## config.mk

```make
export PLATFORM = sky130hd
export DESIGN_NAME = sector_fix_seq
export DESIGN_NICKNAME = d
export VERILOG_FILES = /design/src/rtl/sfs_pkg.sv /design/src/rtl/sfs_policy.sv /design/src/rtl/sfs_judge.sv /design/src/rtl/sfs_launch.sv /design/src/rtl/sector_fix_seq.sv
export SDC_FILE = /design/constraint.sdc
export NUM_CORES = 1
export LEC_CHECK = 0
export ABC_AREA = 1
export CORE_MARGIN = 2
export CORE_UTILIZATION = 44
export CTS_CLUSTER_SIZE = 8
export DETAILED_ROUTE_END_ITERATION = 6
export PLACE_DENSITY_LB_ADDON = 0.15
export SETUP_SLACK_MARGIN = 0.02
export SLEW_MARGIN = 10
export SYNTH_ARGS = -nofsm -noshare
export SYNTH_HDL_FRONTEND = slang
export SYNTH_SLANG_ARGS = --single-unit
```

## constraint.sdc

```tcl
create_clock -name clk -period 1.4 [get_ports clk]
set_clock_uncertainty 0.05 [all_clocks]
set_input_delay 0.35 -clock clk [delete_from_list [all_inputs] [get_ports clk]]
set_output_delay 0.35 -clock clk [all_outputs]
set_load 0.02 [all_outputs]
```

## src/rtl/sfs_pkg.sv

```systemverilog
package sfs_pkg;

    localparam int KIND_W = 3;
    localparam int MODE_W = 3;
    localparam int ITER_W = 2;
    localparam int N_OPS  = 4;

    localparam logic [KIND_W-1:0] KIND_M1    = 3'd1;
    localparam logic [KIND_W-1:0] KIND_M2_F1 = 3'd3;
    localparam logic [KIND_W-1:0] KIND_M2_F2 = 3'd4;

    localparam logic [MODE_W-1:0] MD_EDC = 3'd1;
    localparam logic [MODE_W-1:0] MD_P   = 3'd2;
    localparam logic [MODE_W-1:0] MD_Q   = 3'd3;
    localparam logic [MODE_W-1:0] MD_PQ  = 3'd4;
    localparam logic [MODE_W-1:0] MD_QP  = 3'd5;

    typedef enum logic [1:0] {
        OP_EDC = 2'd0,
        OP_SYN = 2'd1,
        OP_P   = 2'd2,
        OP_Q   = 2'd3
    } sfs_op_e;

    typedef enum logic [2:0] {
        ST_IDLE,
        ST_EDC_PRE,
        ST_SYN,
        ST_PASS1,
        ST_PASS2,
        ST_EDC_POST
    } sfs_state_e;

    typedef struct packed {
        logic              do_edc;
        logic              do_ecc;
        logic              judge_p;
        logic              judge_q;
        logic              q_first;
        logic              two_pass;
        logic [ITER_W-1:0] rounds;
    } sfs_plan_t;

endpackage

```

## src/rtl/sfs_policy.sv

```systemverilog
module sfs_policy
    import sfs_pkg::*;
(
    input  logic [KIND_W-1:0] kind,
    input  logic [MODE_W-1:0] mode,
    input  logic [ITER_W-1:0] rep,
    output sfs_plan_t         plan
);
    logic kind_has_edc;
    logic kind_has_ecc;
    logic mode_edc;
    logic mode_ecc;

    always_comb begin
        kind_has_edc  = (kind == KIND_M1) || (kind == KIND_M2_F1) || (kind == KIND_M2_F2);
        kind_has_ecc  = (kind == KIND_M1) || (kind == KIND_M2_F1);
        mode_edc      = (mode >= MD_EDC) && (mode <= MD_QP);
        mode_ecc      = (mode >= MD_P) && (mode <= MD_QP);

        plan.do_edc   = kind_has_edc && mode_edc;
        plan.do_ecc   = kind_has_ecc && mode_ecc;
        plan.two_pass = (mode == MD_PQ) || (mode == MD_QP);
        plan.q_first  = (mode == MD_Q) || (mode == MD_QP);
        plan.judge_p  = (mode == MD_P) || plan.two_pass;
        plan.judge_q  = (mode == MD_Q) || plan.two_pass;
        if (plan.two_pass && (rep != '0)) begin
            plan.rounds = rep;
        end else begin
            plan.rounds = ITER_W'(1);
        end
    end
endmodule

```

## src/rtl/sfs_judge.sv

```systemverilog
module sfs_judge
    import sfs_pkg::*;
(
    input  sfs_plan_t plan,
    input  logic      p_zero,
    input  logic      q_zero,
    output logic      dirty
);
    always_comb begin
        dirty = (plan.judge_p && !p_zero) || (plan.judge_q && !q_zero);
    end
endmodule

```

## src/rtl/sfs_launch.sv

```systemverilog
module sfs_launch
    import sfs_pkg::*;
(
    input  logic             fire,
    input  sfs_op_e          op,
    output logic [N_OPS-1:0] start_vec
);
    for (genvar i = 0; i < N_OPS; i++) begin : g_op
        assign start_vec[i] = fire && (op == sfs_op_e'(i));
    end
endmodule

```

## src/rtl/sector_fix_seq.sv

```systemverilog
module sector_fix_seq
    import sfs_pkg::*;
(
    input  logic              clk,
    input  logic              rst_n,
    input  logic              sec_start,
    input  logic [KIND_W-1:0] sec_kind,
    input  logic              sec_short,
    input  logic [MODE_W-1:0] cfg_mode,
    input  logic [ITER_W-1:0] cfg_rounds,
    output logic              edc_start,
    input  logic              edc_done,
    input  logic              edc_match,
    output logic              syn_start,
    input  logic              syn_done,
    input  logic              syn_p_zero,
    input  logic              syn_q_zero,
    output logic              p_start,
    input  logic              p_done,
    output logic              q_start,
    input  logic              q_done,
    output logic              sec_done,
    output logic              err_irq,
    output logic              st_edc_pre_bad,
    output logic              st_edc_post_bad,
    output logic              st_p_syn_nz,
    output logic              st_q_syn_nz,
    output logic              st_ecc_fail
);

    typedef struct packed {
        sfs_state_e        state;
        sfs_plan_t         plan;
        logic [ITER_W-1:0] left;
        sfs_op_e           op;
        logic              fire;
        logic              done;
        logic              irq;
        logic              pre_bad;
        logic              post_bad;
        logic              p_nz;
        logic              q_nz;
        logic              fail;
    } sfs_regs_t;

    sfs_regs_t        reg_d;
    sfs_regs_t        reg_q;
    sfs_plan_t        new_plan;
    logic             syn_dirty;
    logic             pass_done;
    logic [N_OPS-1:0] start_vec;

    sfs_policy u_policy (
        .kind (sec_kind),
        .mode (cfg_mode),
        .rep  (cfg_rounds),
        .plan (new_plan)
    );

    sfs_judge u_judge (
        .plan   (reg_q.plan),
        .p_zero (syn_p_zero),
        .q_zero (syn_q_zero),
        .dirty  (syn_dirty)
    );

    sfs_launch u_launch (
        .fire      (reg_q.fire),
        .op        (reg_q.op),
        .start_vec (start_vec)
    );

    assign pass_done = (reg_q.op == OP_Q) ? q_done : p_done;

    always_comb begin
        reg_d      = reg_q;
        reg_d.fire = 1'b0;
        reg_d.done = 1'b0;
        reg_d.irq  = 1'b0;
        unique case (reg_q.state)
            ST_IDLE: begin
                if (sec_start) begin
                    reg_d.plan     = new_plan;
                    reg_d.left     = new_plan.rounds;
                    reg_d.pre_bad  = 1'b0;
                    reg_d.post_bad = 1'b0;
                    reg_d.p_nz     = 1'b0;
                    reg_d.q_nz     = 1'b0;
                    reg_d.fail     = 1'b0;
                    if (sec_short) begin
                        reg_d.fail = 1'b1;
                        reg_d.irq  = 1'b1;
                        reg_d.done = 1'b1;
                    end else if (new_plan.do_edc) begin
                        reg_d.state = ST_EDC_PRE;
                        reg_d.op    = OP_EDC;
                        reg_d.fire  = 1'b1;
                    end else begin
                        reg_d.done = 1'b1;
                    end
                end
            end
            ST_EDC_PRE: begin
                if (edc_done) begin
                    reg_d.pre_bad = !edc_match;
                    if (reg_q.plan.do_ecc) begin
                        reg_d.state = ST_SYN;
                        reg_d.op    = OP_SYN;
                        reg_d.fire  = 1'b1;
                    end else begin
                        reg_d.state = ST_IDLE;
                        reg_d.done  = 1'b1;
                    end
                end
            end
            ST_SYN: begin
                if (syn_done) begin
                    reg_d.p_nz = !syn_p_zero;
                    reg_d.q_nz = !syn_q_zero;
                    if (syn_dirty && (reg_q.left != '0)) begin
                        reg_d.left  = reg_q.left - ITER_W'(1);
                        reg_d.state = ST_PASS1;
                        reg_d.op    = reg_q.plan.q_first ? OP_Q : OP_P;
                        reg_d.fire  = 1'b1;
                    end else begin
                        reg_d.fail  = syn_dirty;
                        reg_d.state = ST_EDC_POST;
                        reg_d.op    = OP_EDC;
                        reg_d.fire  = 1'b1;
                    end
                end
            end
            ST_PASS1: begin
                if (pass_done) begin
                    reg_d.fire = 1'b1;
                    if (reg_q.plan.two_pass) begin
                        reg_d.state = ST_PASS2;
                        reg_d.op    = reg_q.plan.q_first ? OP_P : OP_Q;
                    end else begin
                        reg_d.state = ST_SYN;
                        reg_d.op    = OP_SYN;
                    end
                end
            end
            ST_PASS2: begin
                if (pass_done) begin
                    reg_d.state = ST_SYN;
                    reg_d.op    = OP_SYN;
                    reg_d.fire  = 1'b1;
                end
            end
            ST_EDC_POST: begin
                if (edc_done) begin
                    reg_d.post_bad = !edc_match;
                    reg_d.done     = 1'b1;
                    reg_d.irq      = reg_q.fail;
                    reg_d.state    = ST_IDLE;
                end
            end
            default: reg_d.state = ST_IDLE;
        endcase
    end

    always_ff @(posedge clk or negedge rst_n) begin
        if (!rst_n) begin
            reg_q       <= '0;
            reg_q.state <= ST_IDLE;
        end else begin
            reg_q <= reg_d;
        end
    end

    assign edc_start       = start_vec[OP_EDC];
    assign syn_start       = start_vec[OP_SYN];
    assign p_start         = start_vec[OP_P];
    assign q_start         = start_vec[OP_Q];
    assign sec_done        = reg_q.done;
    assign err_irq         = reg_q.irq;
    assign st_edc_pre_bad  = reg_q.pre_bad;
    assign st_edc_post_bad = reg_q.post_bad;
    assign st_p_syn_nz     = reg_q.p_nz;
    assign st_q_syn_nz     = reg_q.q_nz;
    assign st_ecc_fail     = reg_q.fail;

    AST_ONE_START: assert property (@(posedge clk) disable iff (!rst_n)
        $onehot0(start_vec));

    AST_IRQ_WITH_FAIL: assert property (@(posedge clk) disable iff (!rst_n)
        err_irq |-> (sec_done && st_ecc_fail));

    AST_FAIL_STICKY: assert property (@(posedge clk) disable iff (!rst_n)
        (st_ecc_fail && !sec_start) |=> st_ecc_fail);

    AST_NO_CORR_WITHOUT_ECC: assert property (@(posedge clk) disable iff (!rst_n)
        (syn_start || p_start || q_start) |-> reg_q.plan.do_ecc);

    AST_DONE_SINGLE: assert property (@(posedge clk) disable iff (!rst_n)
        sec_done |=> !sec_done);

    AST_IDLE_NO_START: assert property (@(posedge clk) disable iff (!rst_n)
        sec_done |-> (start_vec == '0));

endmodule

```

==> summary.md <==
| Metric | Value |
|---|---|
| Vias | 1431 |
| Gpl congestion | slightly above 0.8 |
| Failing checks | setup timing |
| CTS tree | built |
| Vias in the first global route | 1336 |
| Slew @ Worst Pin | ~260 ps |
| First-pass DRT Iterations | 4 |
| Nets | 265 |
| Initial Utilization | 0.467 |
| Busiest metal layer after global routing | met2 |
| Post-route insts no fill | 275 |
| Ant. Diodes | 0 |
| FF+latch count, synth | 20 |
| Layout cell share with drive strength beyond 1 | 0.414 |
| Slew Viols, Final | 0 |
| Worst vdd ir | around 1.2 mV |
| R2R depth | 6 |
| CP bufs+invs | 1 |
| Design Power | 3.07 mW |
| Post-Syn Nets | 200 |
| # hold bufs at CTS | 0 |
| Clock Latency Late Sink | 310 ps |
| Reg power frac | 0.318 |
| Setup crit start kind | flop |
| Cts bufs inserted | 3 |
| Crit path kind | reg -> out |
| GR Util met2 | 0.364 |
| Clk slew on worst S/H paths | 110 ps |
| Seq/Total Area, Yosys | 0.389 |
| Reg2Reg Setup Slack | -90 ps |
| Fillcell total | 178 |
| Net Sw Frac | 0.438 |
| Largest net degree at the start of global routing | 21 |
| H-tree depth | 1 |
| Core footprint | 2760 um^2 |
| Hold Vio Cnt, Final | 0 |
| Clock share of power | 0.114 |
| Clock Tree Root | clkbuf_4 |
| Setup crit end kind | output port |
| Combinational share of power | 0.568 |
| Top Family by Delay on Critical Path | flip-flops |
| Post-synth cell types | 26 |
| Relative slew slack | 0.825 |
| Inst Count DP | 259 |
| Maxcap violations | 0 |
| Num ports | 30 |
| Pint | between 1.5 and 2 mW |
| Util after Layout | 0.754 |
| Final setup margin | -97.2 ps |
| Critical Path Fanout Max | 5 |
| CP required | 1000 ps |
| Total congestion overflow | 0 |
| Synth Warn # | 0 |
| Site row count | 19 |
| Die Ht | 58.1 um |
| GRT met1 Usage | 0.270 |
| Initial antenna violation count | 0 |
| Iteration-0 DRC Markers | 46 |
| Outcome | complete, but fails checks |
| Crit path DAT | 1100 ps |
| Drt total wl | around 3.8 mm |
| Total negative slack | -766 ps |
| Buffers on Ports | 29 |
| Met3 usage | 0.0290 |
| Sw power | 1.34 mW |
| Fmax achieved | 668 MHz |
| Syn Std Cell Area | between 1000 and 1500 um^2 |
| RSZ-0062 raised after global routing | yes |
| Hold Path Class | in -> async |
| Pwr/cell area | 1480 nW/um^2 |
| RR Startpoint | reg_q[21]$_DFFE_PN0P_ |
| Clock sinks | 20 |
| Crit path time final | 1500 ps |
| Leak | 1.05 nW |
| Die Footprint | 3380 um^2 |
| Crit-path cells | nor3b_2, buf_4 |
| Worst Hold Slack | 316 ps |
| P&R area growth vs syn | 61.5% |
| Gate Count Post-Synth | 180 |
| Area of the multi-input gates | 836 um^2 |
| FF+latch area | 505 um^2 |
| Crit-path slowest cell | dfrtp_2 |
| Vias per inst | between 5 and 6 |
| Antenna-violating nets left | 0 |
| GRT Resource Usage Total | 0.216 |
| Residual DRC | 0 |
| Die span in x | 58.1 um |
| First-pass GRT wire length | 5.58 mm |
| Slowest stage delay, CP | 460 ps |
| Clock buffer depth | 2 |
| HPWL Detailed | 2.49 mm |
| CP Launch Point | reg_q[8]$_DFFE_PN0P_ |
| Setup-failing EPs final | 18 |
| Avg WL per Cell | 13.7 um |
| Final period utilization | 1.07 |
| WP depth | 2 |
| Crit Reg-Reg Endpoint | reg_q[16]$_DFFE_PN0P_ |
| Crit path to | p_start |
| Syn Area/Cell | 7.15 um^2 |
## timing repair
action | CTS | global route
cloned | 0 | 1
pin swaps | 5 | 24
endpoints found under the setup margin | 24 | 20
gates resized for setup | 55 | 58
setup buffers | 5 | 6
## flip-flops by register name (all words and copies together) (netlist names)
signal	flops
st_ecc_fail	1
st_p_syn_nz	1
err_irq	1
sec_done	1
reg_q	13
st_edc_pre_bad	1
st_edc_post_bad	1
st_q_syn_nz	1
## metrics by stage
step           cell area (um^2)  worst slack [ps]
2_1_floorplan              1290              44.4
3_3_place_gp               1760              -260
3_5_place_dp               1760              -290
4_1_cts                    1870              -119
5_1_grt                    2080              -160
6_report                   2080             -97.2
## worst min path at each step
stage / end / slack [ps] / cells past startpoint
4_1_cts: reg_q[22]$_DFFE_PN0P_ / 330 / 2
2_1_floorplan: err_irq$_DFF_PN0_ / 4 / 0
5_1_grt: reg_q[11]$_DFFE_PN0P_ / 370 / 2
6_report: reg_q[11]$_DFFE_PN0P_ / 320 / 2
3_5_place_dp: st_edc_post_bad$_DFFE_PN0P_ / 440 / 2
3_3_place_gp: st_edc_post_bad$_DFFE_PN0P_ / 430 / 2
## power groups by stage
stage | clock network (mW) | registers, mW | logic, mW
2_1_floorplan | 0 | 1.03 | 0.696
3_3_place_gp | 0 | 0.944 | 1.29
3_5_place_dp | 0 | 0.951 | 1.31
4_1_cts | 0.352 | 0.946 | 1.40
5_1_grt | 0.372 | 1.00 | 1.88
6_report | 0.350 | 0.977 | 1.74
## layer usage
metal | vias up | share of wire
li1 | 710 | -
met1 | 675 | 0.41
met2 | 39 | 0.53
met3 | 7 | 0.047
met4 | 0 | 0.019
met5 | - | 0
## worst reg2reg max path: stages (launching register included)
cell and delay [ps]:
dfrtp_2 500, nor2_4 190, nand2_4 100, nor2_8 210, inv_6 80, a21oi_4 180, a2bb2oi_2 70
## cells in the final DEF (no fill, tap or decap), types with 2 or more instances in the layout
cell type / count
o211ai_1: 3
inv_2: 4
a21oi_2: 5
clkdlybuf4s50_1: 16
dfrtp_2: 4
clkdlybuf4s15_2: 3
buf_2: 4
a21oi_4: 2
inv_4: 2
nand2_2: 9
nor3_1: 2
nor2_1: 13
clkbuf_4: 3
nand3_2: 8
nand2_4: 7
buf_4: 27
a2bb2oi_2: 2
buf_6: 6
dfrtp_1: 16
nand2_1: 38
o21ai_0: 2
nor2_4: 5
nand3_1: 6
nand4_1: 5
inv_1: 26
o21ai_1: 10
dlymetal6s2s_1: 2
nor2_2: 2
## cell type report
class                           instances  area share
Multi-Input combinational cell        128       0.402
Timing Repair Buffer                   59       0.255
Sequential cell                        20       0.243
Inverter                               32      0.0614
Tap cell                               31      0.0187
Clock buffer                            4      0.0174
Timing Repair inverter                  1     0.00301
## kinds of logic after synthesis
| logic type | after synthesis | share of synthesized area |
|---|---|---|
| AOI/OAI and AO/OA | 28 | 0.138 |
| DFF | 20 | 0.389 |
| and+or+nand+nor | 99 | 0.366 |
| buffers and inverters | 32 | 0.0972 |
| adders and majority gates | 1 | 0.00972 |
## Yosys cell counts (all sizes together)
library cell,n,area share
o21ai,13,0.051
nor3,3,0.012
a2bb2oi,2,0.014
inv,32,0.097
o22ai,1,0.0049
o21a,1,0.0058
nand2,54,0.18
dfrtp,20,0.39
nor3b,1,0.0058
a21oi,8,0.046
o211ai,3,0.017
nand3,15,0.062
nand4,5,0.024
ha,1,0.0097
nor2,21,0.086
Note: power is estimated with default switching activity, not from simulation.
